===== src/rtl/rp_pkg.sv =====
package rp_pkg;
    // Which engine, if any, owns the serial shift register.
    typedef enum logic [1:0] {
        XFER_IDLE   = 2'd0,
        XFER_MASTER = 2'd1,
        XFER_SLAVE  = 2'd2
    } xfer_e;
endpackage


===== src/rtl/rp_master_clk.sv =====
module rp_master_clk #(
    parameter int DIV_W = 2,
    localparam int CNT_W = 1 << DIV_W
) (
    input  logic             clk,
    input  logic             rst_n,
    input  logic             run_i,
    input  logic [DIV_W-1:0] div_i,
    output logic             sclk_raw_o,
    output logic             rise_o,
    output logic             fall_o
);
    typedef struct packed {
        logic [CNT_W-1:0] cnt;
        logic             raw;
    } mclk_t;

    mclk_t s_q, s_d;
    logic [CNT_W:0]   period_d;
    logic [CNT_W-1:0] half_m1_d, full_m1_d;

    always_comb begin
        period_d  = (CNT_W+1)'(2) << div_i;
        full_m1_d = CNT_W'(period_d - 1'b1);
        half_m1_d = CNT_W'((period_d >> 1) - 1'b1);
        rise_o    = run_i && (s_q.cnt == half_m1_d);
        fall_o    = run_i && (s_q.cnt == full_m1_d);
        s_d       = s_q;
        if (!run_i) begin
            s_d.cnt = '0;
            s_d.raw = 1'b0;
        end else if (fall_o) begin
            s_d.cnt = '0;
            s_d.raw = 1'b0;
        end else begin
            s_d.cnt = s_q.cnt + 1'b1;
            if (rise_o) s_d.raw = 1'b1;
        end
    end

    always_ff @(posedge clk or negedge rst_n) begin
        if (!rst_n) s_q <= '0;
        else        s_q <= s_d;
    end

    assign sclk_raw_o = s_q.raw;


    rise_high_chk: assert property (@(posedge clk) disable iff (!rst_n)
        rise_o |=> s_q.raw);

    fall_low_chk: assert property (@(posedge clk) disable iff (!rst_n)
        fall_o |=> !s_q.raw);
endmodule


===== src/rtl/rp_slave_sync.sv =====
module rp_slave_sync (
    input  logic clk,
    input  logic rst_n,
    input  logic sclk_i,
    input  logic inv_i,
    output logic rise_o,
    output logic fall_o
);
    typedef struct packed {
        logic [1:0] sync;
        logic       prev;
    } ssync_t;

    ssync_t s_q, s_d;
    logic   raw_d;

    always_comb begin
        raw_d     = s_q.sync[1] ^ inv_i;
        s_d.sync  = {s_q.sync[0], sclk_i};
        s_d.prev  = raw_d;
        rise_o    = raw_d & ~s_q.prev;
        fall_o    = ~raw_d & s_q.prev;
    end

    always_ff @(posedge clk or negedge rst_n) begin
        if (!rst_n) s_q <= '0;
        else        s_q <= s_d;
    end
endmodule


===== src/rtl/rp_par_out.sv =====
module rp_par_out #(
    parameter int W = 16,
    localparam int HALF = W / 2
) (
    input  logic [W-1:0] word_i,
    input  logic         swap_i,
    input  logic         en_i,
    output logic [W-1:0] data_o,
    output logic [W-1:0] oe_o
);
    for (genvar g = 0; g < HALF; g++) begin : g_lane
        assign data_o[g]        = swap_i ? word_i[g + HALF] : word_i[g];
        assign data_o[g + HALF] = swap_i ? word_i[g]        : word_i[g + HALF];
        assign oe_o[g]          = en_i;
        assign oe_o[g + HALF]   = en_i;
    end
endmodule


===== src/rtl/result_port.sv =====
module result_port #(
    parameter int W     = 16,
    parameter int DIV_W = 2
) (
    input  logic             clk,
    input  logic             rst_n,
    input  logic             conv_start_i,
    input  logic             conv_done_i,
    input  logic [W-1:0]     result_i,
    input  logic             ser_sel_i,
    input  logic             swap_i,
    input  logic             straight_i,
    input  logic             clk_src_i,
    input  logic             sync_inv_i,
    input  logic             sclk_inv_i,
    input  logic             rdmode_sdin_i,
    input  logic [DIV_W-1:0] div_i,
    input  logic             sclk_i,
    output logic             sclk_o,
    output logic             sclk_oe_o,
    output logic             sdout_o,
    output logic             sync_o,
    output logic [W-1:0]     pdata_o,
    output logic [W-1:0]     pdata_oe_o
);
    import rp_pkg::*;

    localparam int CW = $clog2(W + 1);

    typedef struct packed {
        xfer_e         mode;
        logic [CW-1:0] bits;
        logic [W-1:0]  sh;
        logic          sdin;
        logic [W-1:0]  held;
    } port_t;

    port_t s_q, s_d;

    logic             master_d, slave_d, shift_d, sample_d, sync_act_d;
    logic [W-1:0]     coded_d;
    logic [DIV_W-1:0] eff_div_d;
    logic             m_run, m_raw, m_rise, m_fall, s_rise, s_fall;

    assign master_d  = ser_sel_i & ~clk_src_i;
    assign slave_d   = ser_sel_i & clk_src_i;
    assign eff_div_d = (master_d & ~rdmode_sdin_i) ? div_i : '0;
    assign m_run     = (s_q.mode == XFER_MASTER);

    rp_master_clk #(.DIV_W(DIV_W)) u_mclk (
        .clk(clk), .rst_n(rst_n), .run_i(m_run), .div_i(eff_div_d),
        .sclk_raw_o(m_raw), .rise_o(m_rise), .fall_o(m_fall)
    );

    rp_slave_sync u_ssync (
        .clk(clk), .rst_n(rst_n), .sclk_i(sclk_i), .inv_i(sclk_inv_i),
        .rise_o(s_rise), .fall_o(s_fall)
    );

    rp_par_out #(.W(W)) u_par (
        .word_i(s_q.held), .swap_i(swap_i), .en_i(~ser_sel_i),
        .data_o(pdata_o), .oe_o(pdata_oe_o)
    );

    always_comb begin
        coded_d  = result_i ^ {~straight_i, {(W-1){1'b0}}};
        shift_d  = (s_q.mode == XFER_MASTER) ? m_fall :
                   (s_q.mode == XFER_SLAVE)  ? s_fall : 1'b0;
        sample_d = slave_d & s_rise;
        s_d      = s_q;

        if (conv_done_i) s_d.held = coded_d;
        if (sample_d)    s_d.sdin = rdmode_sdin_i;

        unique case (s_q.mode)
            XFER_MASTER, XFER_SLAVE: begin
                if (shift_d) begin
                    s_d.sh = {s_q.sh[W-2:0],
                              (s_q.mode == XFER_SLAVE) ? s_q.sdin : 1'b0};
                    if (s_q.bits != CW'(W)) s_d.bits = s_q.bits + 1'b1;
                    if (s_q.mode == XFER_MASTER && s_q.bits == CW'(W - 1))
                        s_d.mode = XFER_IDLE;
                end
            end
            default: ;
        endcase

        // Configuration no longer matches the running engine: drop it.
        if ((s_q.mode == XFER_MASTER && !master_d) ||
            (s_q.mode == XFER_SLAVE && !slave_d))
            s_d.mode = XFER_IDLE;

        if (master_d && s_q.mode == XFER_IDLE) begin
            if (rdmode_sdin_i && conv_start_i) begin
                s_d.mode = XFER_MASTER;
                s_d.bits = '0;
                s_d.sh   = s_q.held;
            end else if (!rdmode_sdin_i && conv_done_i) begin
                s_d.mode = XFER_MASTER;
                s_d.bits = '0;
                s_d.sh   = coded_d;
            end
        end

        if (slave_d && conv_done_i) begin
            s_d.mode = XFER_SLAVE;
            s_d.bits = '0;
            s_d.sh   = coded_d;
        end
    end

    always_ff @(posedge clk or negedge rst_n) begin
        if (!rst_n) begin
            s_q      <= '0;
            s_q.mode <= XFER_IDLE;
        end else begin
            s_q <= s_d;
        end
    end

    assign sync_act_d = (s_q.mode != XFER_IDLE) && (s_q.bits < CW'(W));
    assign sync_o     = sync_act_d ^ sync_inv_i;
    assign sdout_o    = (s_q.mode != XFER_IDLE) & s_q.sh[W-1];
    assign sclk_o     = m_raw ^ sclk_inv_i;
    assign sclk_oe_o  = master_d;


    bits_bound_chk: assert property (@(posedge clk) disable iff (!rst_n)
        s_q.bits <= CW'(W));

    bit_step_chk: assert property (@(posedge clk) disable iff (!rst_n)
        (shift_d && s_q.bits < CW'(W) && !conv_done_i &&
         ((s_q.mode == XFER_MASTER && master_d) ||
          (s_q.mode == XFER_SLAVE && slave_d)))
        |=> s_q.bits == $past(s_q.bits) + 1'b1);

    master_start_chk: assert property (@(posedge clk) disable iff (!rst_n)
        $rose(s_q.mode == XFER_MASTER) |-> $past(conv_done_i || conv_start_i));

    held_code_chk: assert property (@(posedge clk) disable iff (!rst_n)
        $past(conv_done_i && straight_i) |-> s_q.held == $past(result_i));
endmodule


===== config.mk =====
export PLATFORM = sky130hd
export DESIGN_NAME = result_port
export DESIGN_NICKNAME = d
export VERILOG_FILES = /design/src/rtl/rp_pkg.sv /design/src/rtl/rp_master_clk.sv /design/src/rtl/rp_slave_sync.sv /design/src/rtl/rp_par_out.sv /design/src/rtl/result_port.sv
export SDC_FILE = /design/constraint.sdc
export NUM_CORES = 1
export LEC_CHECK = 0
export BUFFER_PORTS_ARGS = -buffer_cell sky130_fd_sc_hd__buf_2
export CAP_MARGIN = 20
export CORE_ASPECT_RATIO = 1.25
export CORE_UTILIZATION = 28
export CTS_BUF_LIST = sky130_fd_sc_hd__clkbuf_4 sky130_fd_sc_hd__clkbuf_8 sky130_fd_sc_hd__clkbuf_16
export CTS_CLUSTER_DIAMETER = 40
export DETAILED_ROUTE_END_ITERATION = 6
export PLACE_DENSITY = 0.54
export SETUP_SLACK_MARGIN = 0.2
export SLEW_MARGIN = 10
export SYNTH_ARGS = -nofsm -noshare
export SYNTH_HDL_FRONTEND = slang
export SYNTH_SLANG_ARGS = --single-unit

===== constraint.sdc =====
create_clock -name clk -period 5.4 [get_ports clk]
set_input_delay 0.54 -clock clk [delete_from_list [all_inputs] [get_ports clk]]
set_output_delay 0.54 -clock clk [all_outputs]
set_load 0.02 [all_outputs]

==> results.rst, run 1 <==
.. list-table::
   :header-rows: 1

   * - Metric
     - Value
   * - Final TNS setup
     - 0 ps
   * - Clock Pin Slew Worst Setup and Hold Paths
     - 60 ps
   * - Routed len/inst
     - 15.2 um
   * - Number of nets still failing antenna checks after routing
     - 0
   * - Post-DR vias/cell
     - approximately 5
   * - Filler instances
     - 1078
   * - Cell total after placement
     - 451
   * - Post-DP HPWL
     - 4.94 mm
   * - Register area share after synthesis
     - 40.2%
   * - Crit path launch type
     - register
   * - Worst Max-Slew Pin Slew
     - roughly 1100 ps
   * - Register bit count reported by yosys
     - 48
   * - Pin count of the biggest net entering global routing
     - 49
   * - Capture point of the worst reg-to-reg path
     - s_q[37]$_DFF_PN0_
   * - Number of buffers inserted by post-CTS setup repair
     - 0
   * - Reg area
     - around 1200 um2
   * - Post-synthesis instance total
     - about 290
   * - Area share of the largest cell type after synthesis
     - between 40% and 50%
   * - Overall routed net length
     - ~7 mm
   * - Standard cell core area
     - 10200 um2
   * - Combined area of the multi-input logic cells
     - 1540 um2
   * - Post-route non-filler standard cell count
     - around 460
   * - Startpoint of the worst-slack reg-to-reg timing path
     - s_q[38]$_DFF_PN0_
   * - Post-route clock skew
     - 3.96 ps
   * - CP Data Arrival Time
     - 2710 ps
   * - TritonCTS clock tree
     - built
   * - Power per cell area
     - approximately 300 nW/um2
   * - Sum of overflow across all layers after global routing
     - 0
   * - Post-Synthesis Net Count
     - 326
   * - Number of hold-slack violations in the final timing report
     - 0
   * - Clock latency on the worst-skew pair
     - 290 ps
   * - Area Overhead vs Synth
     - 14.6%
   * - Slew headroom
     - 28.4%
   * - Cell type with the highest aggregate area in the netlist
     - sky130_fd_sc_hd__dfrtp_1
   * - Critical path peak fanout
     - 21
   * - Die X
     - 94.4 um
   * - H-tree lvl count
     - 2
   * - Fraction of final layout cells sized beyond drive strength 1
     - 38.0%
   * - Routability Congestion
     - 0.731
   * - Worst slack on hold paths
     - 348 ps
   * - Count of clock tree sinks
     - between 40 and 50
   * - Wire length of the first global-routing pass
     - 11.7 mm
   * - Number of global-route vias before repair
     - 2342
   * - DIE AREA
     - 11100 um2
   * - Worst EP required
     - 5570 ps
   * - Most frequent standard cell in the layout excluding fill and tap cells
     - sky130_fd_sc_hd__buf_2
   * - Die H
     - 117 um
   * - Result of the run
     - finished clean
   * - Async set or reset register ratio after synthesis
     - between 90% and 100%
   * - Mean instance size in the synthesized netlist
     - between 10 and 15 um2
   * - Aggregate global-route resource usage
     - 13.3%
   * - Final instance area
     - approximately 3400 um2
   * - First-pass iteration count of the detailed router
     - 4
   * - Top library cells by usage in the layout, fill and taps aside
     - 65 x sky130_fd_sc_hd__buf_2, 48 x sky130_fd_sc_hd__dfrtp_1, 35 x sky130_fd_sc_hd__mux2_2, 28 x sky130_fd_sc_hd__nand2_1, 17 x sky130_fd_sc_hd__nand4_1
   * - Post-synth EDFFs
     - 0
   * - Class of the most critical setup path
     - reg2reg
   * - Setup violators final
     - 0
   * - Root Driver
     - sky130_fd_sc_hd__clkbuf_16
   * - Clk buf depth
     - 2
   * - Final Core Density
     - 33.5%
   * - Final cycle utilization of the critical path
     - 47.1%
   * - Max-cap check violation count
     - 0
   * - Type of the worst min-delay path
     - in2async
   * - Placed instance area
     - 3280 um2
   * - Area of the mapped netlist
     - 2990 um2
   * - Gates resized, CTS repair
     - 0
   * - Detailed Route Iter0 Violations
     - around 180
   * - Count of final max-slew check failures
     - 0
   * - Peak clock frequency supported by timing
     - 0.394 GHz
   * - Fin crit period
     - 2540 ps
   * - Worst Setup End Kind
     - register
   * - # IOs
     - 66
   * - Antenna violations before repair
     - 0
   * - Final #Nets
     - 367
   * - Antenna diode count
     - 0
   * - Synth top area cells
     - sky130_fd_sc_hd__dfrtp_1 40%, sky130_fd_sc_hd__mux2_2 13%, sky130_fd_sc_hd__o211ai_2 4.6%, sky130_fd_sc_hd__a22oi_1 4.0%, sky130_fd_sc_hd__buf_4 4.0%
   * - Count of distinct cell types in the synthesized netlist
     - 43
   * - Critical path endpoint
     - s_q[37]$_DFF_PN0_
   * - Number of hold buffers added after cts
     - 0
   * - Setup repair after global routing missed its margin
     - false
   * - Worst Reg-to-Reg Cells
     - 6
   * - Worst voltage drop across the vdd grid
     - 0.000128 V
   * - Residual DRC count
     - 0
   * - CTS Buf Count
     - 5
   * - Placement row count
     - 41
   * - Total number of vias
     - 2325
   * - Top_reg_cell synth
     - sky130_fd_sc_hd__dfrtp_1
   * - Count of buffers from port buffering
     - 65
   * - Synth warnings
     - 0
   * - Worst setup path startpoint
     - s_q[38]$_DFF_PN0_
   * - Reg2Reg Setup Slack
     - 2860 ps
   * - Reported leakage power
     - approximately 1.5 nW
   * - Effective utilization at floorplan
     - 29.2%
==> cell usage after synthesis (2+ instances only) <==
| library cell | count |
|---|---|
| sky130_fd_sc_hd__a21oi_1 | 4 |
| sky130_fd_sc_hd__a22oi_1 | 16 |
| sky130_fd_sc_hd__and3_1 | 2 |
| sky130_fd_sc_hd__and4_1 | 2 |
| sky130_fd_sc_hd__buf_2 | 6 |
| sky130_fd_sc_hd__buf_4 | 16 |
| sky130_fd_sc_hd__buf_6 | 2 |
| sky130_fd_sc_hd__clkbuf_1 | 8 |
| sky130_fd_sc_hd__dfrtp_1 | 48 |
| sky130_fd_sc_hd__ha_1 | 8 |
| sky130_fd_sc_hd__inv_1 | 8 |
| sky130_fd_sc_hd__inv_2 | 3 |
| sky130_fd_sc_hd__mux2_2 | 35 |
| sky130_fd_sc_hd__mux2i_1 | 3 |
| sky130_fd_sc_hd__nand2_1 | 28 |
| sky130_fd_sc_hd__nand2b_1 | 4 |
| sky130_fd_sc_hd__nand3_1 | 7 |
| sky130_fd_sc_hd__nand4_1 | 17 |
| sky130_fd_sc_hd__nor2_1 | 8 |
| sky130_fd_sc_hd__nor2b_1 | 2 |
| sky130_fd_sc_hd__nor3b_1 | 2 |
| sky130_fd_sc_hd__o211ai_1 | 8 |
| sky130_fd_sc_hd__o211ai_2 | 11 |
| sky130_fd_sc_hd__o21a_1 | 14 |
| sky130_fd_sc_hd__o21ai_0 | 2 |
| sky130_fd_sc_hd__xnor2_1 | 6 |
| sky130_fd_sc_hd__xor2_1 | 2 |
==> area by class of cell <==
cell class / instances / area share (%)
repair buffers: 67 / 10.1
well taps: 129 / 4.72
clock inverters: 2 / 0.366
clock buffers: 5 / 3.66
inverters: 11 / 1.21
flip-flops and latches: 48 / 35.1
multi-input cells: 196 / 44.9
==> logic make-up after synthesis <==
logic type / synth area share, %
compound gates: 17.4
xor+xnor: 2.35
fa+ha+maj: 3.35
buf+inv: 8.30
flops: 40.2
mux: 14.2
simple gates: 14.2
==> where the power goes <==
part           internal [mW]  switching, mW  total (mW)
Combinational          0.122          0.154       0.276
Sequential             0.420         0.0450       0.465
Clock                  0.168          0.130       0.299
Total                  0.710          0.329        1.04
==> metrics by stage <==
stage / power (mW) / worst slack (ps)
after floorplan: 0.668 / 3290
after global placement: 0.742 / 2670
after detailed placement: 0.751 / 2620
after CTS: 1.06 / 2870
after global routing: 1.10 / 2710
final: 1.04 / 2860
==> worst min-delay path by stage <==
stage / startpoint / to / slack, ps
after floorplan: rst_n / s_q[0]$_DFFE_PN0P_ / 240
after global placement: u_ssync.s_d[2]$_DFF_PN0_ / u_ssync.s_q[2]$_DFF_PN0_ / 330
after detailed placement: u_ssync.s_d[2]$_DFF_PN0_ / u_ssync.s_q[2]$_DFF_PN0_ / 340
after CTS: u_ssync.s_d[2]$_DFF_PN0_ / u_ssync.s_q[2]$_DFF_PN0_ / 350
after global routing: sclk_i / u_ssync.s_d[2]$_DFF_PN0_ / 350
final: rst_n / s_q[11]$_DFFE_PN0P_ / 350
==> metal layers <==
layer / up-vias / global-route usage, % / part of all wire (%)
met1: 1131 / 18.1 / 47
met2: 71 / 21.7 / 48
met4: 0 / 2.88 / 0.80
met3: 5 / 2.40 / 4.6
li1: 1118 / - / -
met5: - / 0 / 0
==> state kept, by name, summed over array words and instances, names as in the netlist <==
signal / flops
u_ssync.s_q: 2
s_q: 40
u_mclk.sclk_raw_o: 1
u_ssync.s_d: 1
u_mclk.s_q: 4
==> worst max-delay path, stage by stage, from the launching register on <==
cell,delay (ps)
sky130_fd_sc_hd__dfrtp_1,410
sky130_fd_sc_hd__inv_1,90
sky130_fd_sc_hd__ha_1,300
sky130_fd_sc_hd__nor3b_1,180
sky130_fd_sc_hd__nand3_1,640
sky130_fd_sc_hd__and2_4,560
sky130_fd_sc_hd__o211a_1,250
Power figures use the tool's default switching activity.
==> inputs of run 2 (changes only) <==
==> constraint.sdc (replaced) <==
create_clock -name clk -period 2.5 [get_ports clk]
set_input_delay 0.25 -clock clk [delete_from_list [all_inputs] [get_ports clk]]
set_output_delay 0.25 -clock clk [all_outputs]
set_load 0.02 [all_outputs]
==> results.rst, run 2 (synthesis results as in run 1) <==
.. list-table::
   :header-rows: 1

   * - Metric
     - Value
   * - Setup repair after global routing missed its margin
     - false
   * - Root Driver
     - sky130_fd_sc_hd__clkbuf_16
   * - Clock Pin Slew Worst Setup and Hold Paths
     - 70 ps (about the same)
   * - Largest register by flop count
     - s_q
   * - Placement row count
     - 41 (unchanged)
   * - TritonCTS clock tree
     - built
   * - Post-route clock skew
     - 6.30 ps (+2.34 ps)
   * - Effective utilization at floorplan
     - 29.2% (unchanged)
   * - Worst slack on hold paths
     - -10.6 ps (-358 ps)
   * - Number of global-route vias before repair
     - 2406 (+2.7%)
   * - Top delay family on crit path
     - compound AO/OA/AOI/OAI gates
   * - Count of final max-slew check failures
     - 0 (unchanged)
   * - Final cycle utilization of the critical path
     - 74.6% (+28 points)
   * - Result of the run
     - finished, violations left
   * - Post-DR vias/cell
     - 4.97 (-2.1%)
   * - First-pass iteration count of the detailed router
     - 4 (unchanged)
   * - Pin count of the biggest net entering global routing
     - 29 (-41%)
   * - Die H
     - 117 um (unchanged)
   * - Most frequent standard cell in the layout excluding fill and tap cells
     - sky130_fd_sc_hd__buf_2
   * - Final TNS setup
     - 0 ps (unchanged)
   * - Peak clock frequency supported by timing
     - 0.536 GHz (+36%)
   * - Topmost layer with routed signal wires
     - met4
   * - Final instance area
     - 3530 um2 (+3.0%)
   * - Crit path cell chain
     - inv_1 -> ha_1 -> o311a_1 -> o211ai_2 -> and2_4 -> o211a_1
   * - Routed metal-1 wirelength
     - 3.31 mm (+1.4%)
   * - Number of buffers inserted by post-CTS setup repair
     - 0 (unchanged)
   * - Clk buf depth
     - 2 (unchanged)
   * - Gates resized, CTS repair
     - 0 (unchanged)
   * - # IOs
     - 66 (unchanged)
   * - Worst voltage drop across the vdd grid
     - 0.000313 V (+150%)
   * - Detailed Route Iter0 Violations
     - 86 (-52%)
   * - Type of the worst min-delay path
     - in2async
   * - Number of hold-slack violations in the final timing report
     - 20 (+20)
   * - CTS Buf Count
     - 5 (unchanged)
   * - Routed len/inst
     - 15.1 um (-0.59%)
   * - Sum of overflow across all layers after global routing
     - 0 (unchanged)
   * - Count of clock tree sinks
     - 48 (unchanged)
   * - Worst EP required
     - 2670 ps (-2900 ps)
   * - Aggregate global-route resource usage
     - 13.2% (-0.092 points)
   * - Residual DRC count
     - 0 (unchanged)
   * - Standard cell core area
     - 10200 um2 (unchanged)
   * - Power per cell area
     - 698 nW/um2 (+130%)
   * - Routability Congestion
     - 0.757 (+3.4%)
   * - Wire length of the first global-routing pass
     - 11.7 mm (about the same)
   * - Top library cells by usage in the layout, fill and taps aside
     - 65 x sky130_fd_sc_hd__buf_2, 48 x sky130_fd_sc_hd__dfrtp_1, 35 x sky130_fd_sc_hd__mux2_2, 28 x sky130_fd_sc_hd__nand2_1, 17 x sky130_fd_sc_hd__nand4_1
   * - Number of hold buffers added after cts
     - 0 (unchanged)
   * - Number of nets still failing antenna checks after routing
     - 0 (unchanged)
   * - Die X
     - 94.4 um (unchanged)
   * - Class of the most critical setup path
     - reg2reg
   * - Area Overhead vs Synth
     - 18.1%
   * - Met2 wire length
     - 3.35 mm (+0.84%)
   * - Post-DP HPWL
     - 5.05 mm (+2.2%)
   * - Fin crit period
     - 1860 ps (-677 ps)
   * - Worst-path cell with the longest stage delay
     - sky130_fd_sc_hd__dfrtp_1
   * - Fraction of final layout cells sized beyond drive strength 1
     - 39.5% (+1.5 points)
   * - Failing checks
     - hold timing
   * - Count of buffers from port buffering
     - 65 (unchanged)
   * - Slew headroom
     - 55.7% (+27 points)
   * - Worst Max-Slew Pin Slew
     - 665 ps (-406 ps)
   * - Antenna diode count
     - 0 (unchanged)
   * - Final #Nets
     - 375 (+2.2%)
   * - Met3 wire length
     - 280 um (-14%)
   * - Flip-flop count of the largest register, all copies and words added
     - 40 (unchanged)
   * - Critical path peak fanout
     - 18 (-14%)
   * - Clock latency on the worst-skew pair
     - 290 ps (about the same)
   * - Worst Setup End Kind
     - register
   * - Count of buffer and inverter cells on the critical path
     - 1 (unchanged)
   * - Antenna violations before repair
     - 0 (unchanged)
   * - Largest registers
     - s_q (40), u_mclk.s_q (4), u_ssync.s_q (2)
   * - Longest individual stage delay on the worst path
     - 400 ps (-240 ps)
   * - Reported leakage power
     - 1.58 nW (+3.9%)
   * - Max-cap check violation count
     - 0 (unchanged)
   * - Placed instance area
     - 3340 um2 (+1.7%)
   * - Setup violators final
     - 0 (unchanged)
   * - Overall routed net length
     - 7.05 mm (+1.1%)
   * - Crit path launch type
     - register
   * - Total number of vias
     - 2317 (-0.34%)
   * - H-tree lvl count
     - 2 (unchanged)
   * - CP Data Arrival Time
     - 2040 ps (-670 ps)
   * - DIE AREA
     - 11100 um2 (unchanged)
==> run 2: cell types whose count changed in the layout (fill, tap and decap cells not counted), sizes merged <==
cell	delta
clkinvlp	-1
bufinv	+2
buf	+8
clkinv	-1
==> run 2: cell type report <==
cell class | count | area [um2]
flip-flops and latches | 48 | 1200
well taps | 129 | 161
inverters | 11 | 41.3
fillers | 1022 | 6680
clock buffers | 5 | 125
repair buffers | 75 | 400
multi-input cells | 196 | 1540
clock inverters | 2 | 60.1
==> run 2: power by group <==
part	switching, mW	internal (mW)	leakage, nW
Sequential	0.0975	0.907	0.592
Clock	0.290	0.568	0.0899
Combinational	0.332	0.268	0.900
Total	0.719	1.74	1.58
==> run 2: layer usage <==
| metal | GRT usage (%) | vias to the layer above |
|---|---|---|
| met2 | 22.1 | 66 |
| met4 | 3.65 | 0 |
| met3 | 2.01 | 10 |
| met1 | 17.4 | 1113 |
| li1 | - | 1128 |
| met5 | 0 | - |
==> run 2: final timing paths <==
path                                                from                       end  slack, ps  depth (start not counted)
worst max-delay path                   s_q[39]$_DFF_PN0_         s_q[37]$_DFF_PN0_        640                          6
worst min-delay path                               rst_n       s_q[11]$_DFFE_PN0P_        -10                          1
min in group clk                                  sclk_i  u_ssync.s_d[2]$_DFF_PN0_         70                          1
worst min register to register  u_ssync.s_d[2]$_DFF_PN0_  u_ssync.s_q[2]$_DFF_PN0_        350                          0
max in group asynchronous                          rst_n         s_q[36]$_DFF_PN0_       1840                          2
worst max register to register         s_q[39]$_DFF_PN0_         s_q[37]$_DFF_PN0_        640                          6
==> run 2: metrics by stage <==
| stage | util (%) | hold WS, ps | setup slack (ps) | instances | total power [mW] |
|---|---|---|---|---|---|
| 2_1_floorplan | - | -45.6 | 751 | 288 | 1.44 |
| 3_3_place_gp | 32.7 | 317 | 594 | 459 | 1.61 |
| 3_5_place_dp | 32.7 | 327 | 595 | 459 | 1.63 |
| 4_1_cts | 34.5 | 10.7 | 625 | 466 | 2.49 |
| 5_1_grt | 34.5 | 37.3 | 437 | 466 | 2.59 |
| 6_report | 34.5 | -10.6 | 636 | 466 | 2.46 |
==> inputs of run 3 (changes only) <==
==> constraint.sdc (replaced) <==
create_clock -name clk -period 1.8 [get_ports clk]
set_input_delay 0.18 -clock clk [delete_from_list [all_inputs] [get_ports clk]]
set_output_delay 0.18 -clock clk [all_outputs]
set_load 0.02 [all_outputs]
==> results.rst, run 3 (synthesis results as in run 1) <==
.. list-table::
   :header-rows: 1

   * - Metric
     - Value
   * - Post-DP HPWL
     - 5.14 mm (+1.7%)
   * - Routability Congestion
     - 0.744 (-1.6%)
   * - Type of the worst min-delay path
     - in2async
   * - Detailed Route Iter0 Violations
     - 163 (+90%)
   * - Root Driver
     - sky130_fd_sc_hd__clkbuf_16
   * - Slew headroom
     - 57.4% (+1.7 points)
   * - Class of the most critical setup path
     - reg2reg
   * - H-tree lvl count
     - 2 (unchanged)
   * - Aggregate global-route resource usage
     - 14.8% (+1.6 points)
   * - Count of clock tree sinks
     - 48 (unchanged)
   * - Largest register by flop count
     - s_q
   * - # IOs
     - 66 (unchanged)
   * - Sum of overflow across all layers after global routing
     - 0 (unchanged)
   * - Setup violators final
     - 0 (unchanged)
   * - Worst Setup End Kind
     - register
   * - Overall routed net length
     - 7.79 mm (+10%)
   * - Count of final max-slew check failures
     - 0 (unchanged)
   * - Fin crit period
     - 1720 ps (-143 ps)
   * - Die X
     - 94.4 um (unchanged)
   * - Clock Pin Slew Worst Setup and Hold Paths
     - 70 ps (about the same)
   * - Filler instances
     - 1035 (+1.3%)
   * - DIE AREA
     - 11100 um2 (unchanged)
   * - Area Overhead vs Synth
     - 29.5%
   * - Setup slack after placement
     - -113 ps (-708 ps)
   * - Crit path launch type
     - register
   * - Clock latency on the worst-skew pair
     - 290 ps (about the same)
   * - Pin count of the biggest net entering global routing
     - 49 (+69%)
   * - Final TNS setup
     - 0 ps (unchanged)
   * - Clk buf depth
     - 2 (unchanged)
   * - Final #Nets
     - 394 (+5.1%)
   * - Failing checks
     - hold timing
   * - Antenna violations before repair
     - 0 (unchanged)
   * - Die H
     - 117 um (unchanged)
   * - Largest registers
     - s_q (40), u_mclk.s_q (4), u_ssync.s_q (2)
   * - Worst voltage drop across the vdd grid
     - 0.000487 V (+56%)
   * - Wire length of the first global-routing pass
     - 12.9 mm (+11%)
   * - Worst EP required
     - 1980 ps (-690 ps)
   * - Final Core Density
     - 37.9% (+3.3 points)
   * - Placement row count
     - 41 (unchanged)
   * - Power Total
     - 3.44 mW (+40%)
   * - Worst slack on hold paths
     - -5.58 ps (+5.06 ps)
   * - Result of the run
     - finished, violations left
   * - Longest individual stage delay on the worst path
     - 430 ps (+30 ps)
   * - Flip-flop count of the largest register, all copies and words added
     - 40 (unchanged)
   * - Peak clock frequency supported by timing
     - 0.581 GHz (+8.3%)
   * - Top library cells by usage in the layout, fill and taps aside
     - 64 x sky130_fd_sc_hd__buf_2, 48 x sky130_fd_sc_hd__dfrtp_1, 35 x sky130_fd_sc_hd__mux2_2, 28 x sky130_fd_sc_hd__nand2_1, 20 x sky130_fd_sc_hd__buf_4
   * - Count of buffer and inverter cells on the critical path
     - 2 (+1)
   * - Post-DR vias/cell
     - 5.06 (+1.7%)
   * - Setup repair after global routing missed its margin
     - true
   * - Crit path cell chain
     - xnor2_1 -> and4_4 -> o211ai_4 -> buf_12 -> clkbuf_16 -> nand3_2 -> o211a_1
   * - Number of hold-slack violations in the final timing report
     - 13 (-35%)
   * - TritonCTS clock tree
     - built
   * - Final instance area
     - 3860 um2 (+9.6%)
   * - Effective utilization at floorplan
     - 29.2% (unchanged)
   * - Most frequent standard cell in the layout excluding fill and tap cells
     - sky130_fd_sc_hd__buf_2
   * - Residual DRC count
     - 0 (unchanged)
   * - Power per cell area
     - 890 nW/um2 (+27%)
   * - Max-cap check violation count
     - 0 (unchanged)
   * - Count of buffers from port buffering
     - 65 (unchanged)
   * - Placed instance area
     - 3430 um2 (+2.8%)
   * - CTS Buf Count
     - 5 (unchanged)
   * - CP Data Arrival Time
     - 1900 ps (-140 ps)
   * - Standard cell core area
     - 10200 um2 (unchanged)
   * - Fin worst setup slack
     - 78.5 ps (-557 ps)
   * - Antenna diode count
     - 0 (unchanged)
   * - Critical path peak fanout
     - 5 (-13)
   * - Reported leakage power
     - 1.75 nW (+11%)
   * - Fraction of final layout cells sized beyond drive strength 1
     - 46.2% (+6.8 points)
   * - Number of global-route vias before repair
     - 2454 (+2.0%)
   * - Top delay family on crit path
     - compound AO/OA/AOI/OAI gates
   * - First-pass iteration count of the detailed router
     - 4 (unchanged)
   * - Worst Max-Slew Pin Slew
     - 639 ps (-25.3 ps)
   * - Total number of vias
     - 2457 (+6.0%)
   * - Post-route clock skew
     - 4.59 ps (-1.71 ps)
   * - Final cycle utilization of the critical path
     - 95.6% (+21 points)
   * - Worst-path cell with the longest stage delay
     - sky130_fd_sc_hd__dfrtp_1
   * - Number of nets still failing antenna checks after routing
     - 0 (unchanged)
   * - Routed len/inst
     - 16.0 um (+5.9%)
run 3: cell types whose count changed in the layout (fill, tap and decap cells not counted), moves of 2 or more:
cell,previous run,this run
sky130_fd_sc_hd__buf_4,10,20
sky130_fd_sc_hd__inv_1,8,6
sky130_fd_sc_hd__nand3_1,7,5
sky130_fd_sc_hd__ha_1,8,6
sky130_fd_sc_hd__inv_2,3,5
sky130_fd_sc_hd__ha_4,0,2
sky130_fd_sc_hd__and4_1,2,0
sky130_fd_sc_hd__buf_12,0,4
sky130_fd_sc_hd__buf_6,0,2
run 3: power by group:
group | switching [mW] | internal (mW)
Clock | 0.420 | 0.653
Sequential | 0.144 | 1.26
Combinational | 0.502 | 0.461
Total | 1.07 | 2.37
run 3: metal layers:
layer	wire [um]	track usage, %	vias to the layer above
li1	-	-	1179
met3	414	2.40	7
met2	3900	25.4	79
met1	3410	19.4	1192
met4	68	3.08	0
met5	0	0	-
run 3: stage by stage:
| stage | hold slack, ps | cells |
|---|---|---|
| 6_report | -5.58 | 486 |
| 5_1_grt | 62.2 | 486 |
| 4_1_cts | 22.4 | 483 |
| 3_5_place_dp | 289 | 467 |
| 3_3_place_gp | 293 | 467 |
| 2_1_floorplan | -116 | 288 |
run 3: final cells by class:
cell class | instances | area (um2) | area share, %
clock buffers | 5 | 125 | 3.24
clock inverters | 3 | 42.5 | 1.10
inverters | 11 | 41.3 | 1.07
multi-input cells | 197 | 1660 | 42.9
flip-flops and latches | 48 | 1200 | 31.1
well taps | 129 | 161 | 4.18
repair buffers | 93 | 636 | 16.4
run 3: timing repair:
action / CTS / global route
pin swaps: 4 / 10
gates cloned: 2 / 1
buffers inserted: 5 / 2
endpoints found under the hold margin: 1 / 0
gates resized for setup: 16 / 8
setup endpoints to repair: 23 / 24
hold buffers: 1 / 0
run 3: path summary, 6_finish.rpt:
kind	startpoint	endpoint	slack, ps	cells past startpoint
min in group clk	result_i[2]	s_q[2]$_DFFE_PN0P_	160	2
worst min register to register	u_ssync.s_d[2]$_DFF_PN0_	u_ssync.s_q[2]$_DFF_PN0_	350	0
worst max register to register	u_mclk.s_q[4]$_DFF_PN0_	s_q[37]$_DFF_PN0_	80	7
worst min-delay path	rst_n	s_q[11]$_DFFE_PN0P_	-6	2
worst max-delay path	u_mclk.s_q[4]$_DFF_PN0_	s_q[37]$_DFF_PN0_	80	7
max in group asynchronous	rst_n	s_q[28]$_DFF_PN0_	1380	2
run 3: worst reg2reg max path, delay by kind of cell, from the launching register on:
| family | cells | cell delay, ps |
|---|---|---|
| AOI/OAI and AO/OA | 2 | 450 |
| xor gates and xnor gates | 1 | 160 |
| buffers and inverters | 2 | 310 |
| DFF | 1 | 430 |
| and+or+nand+nor | 2 | 260 |
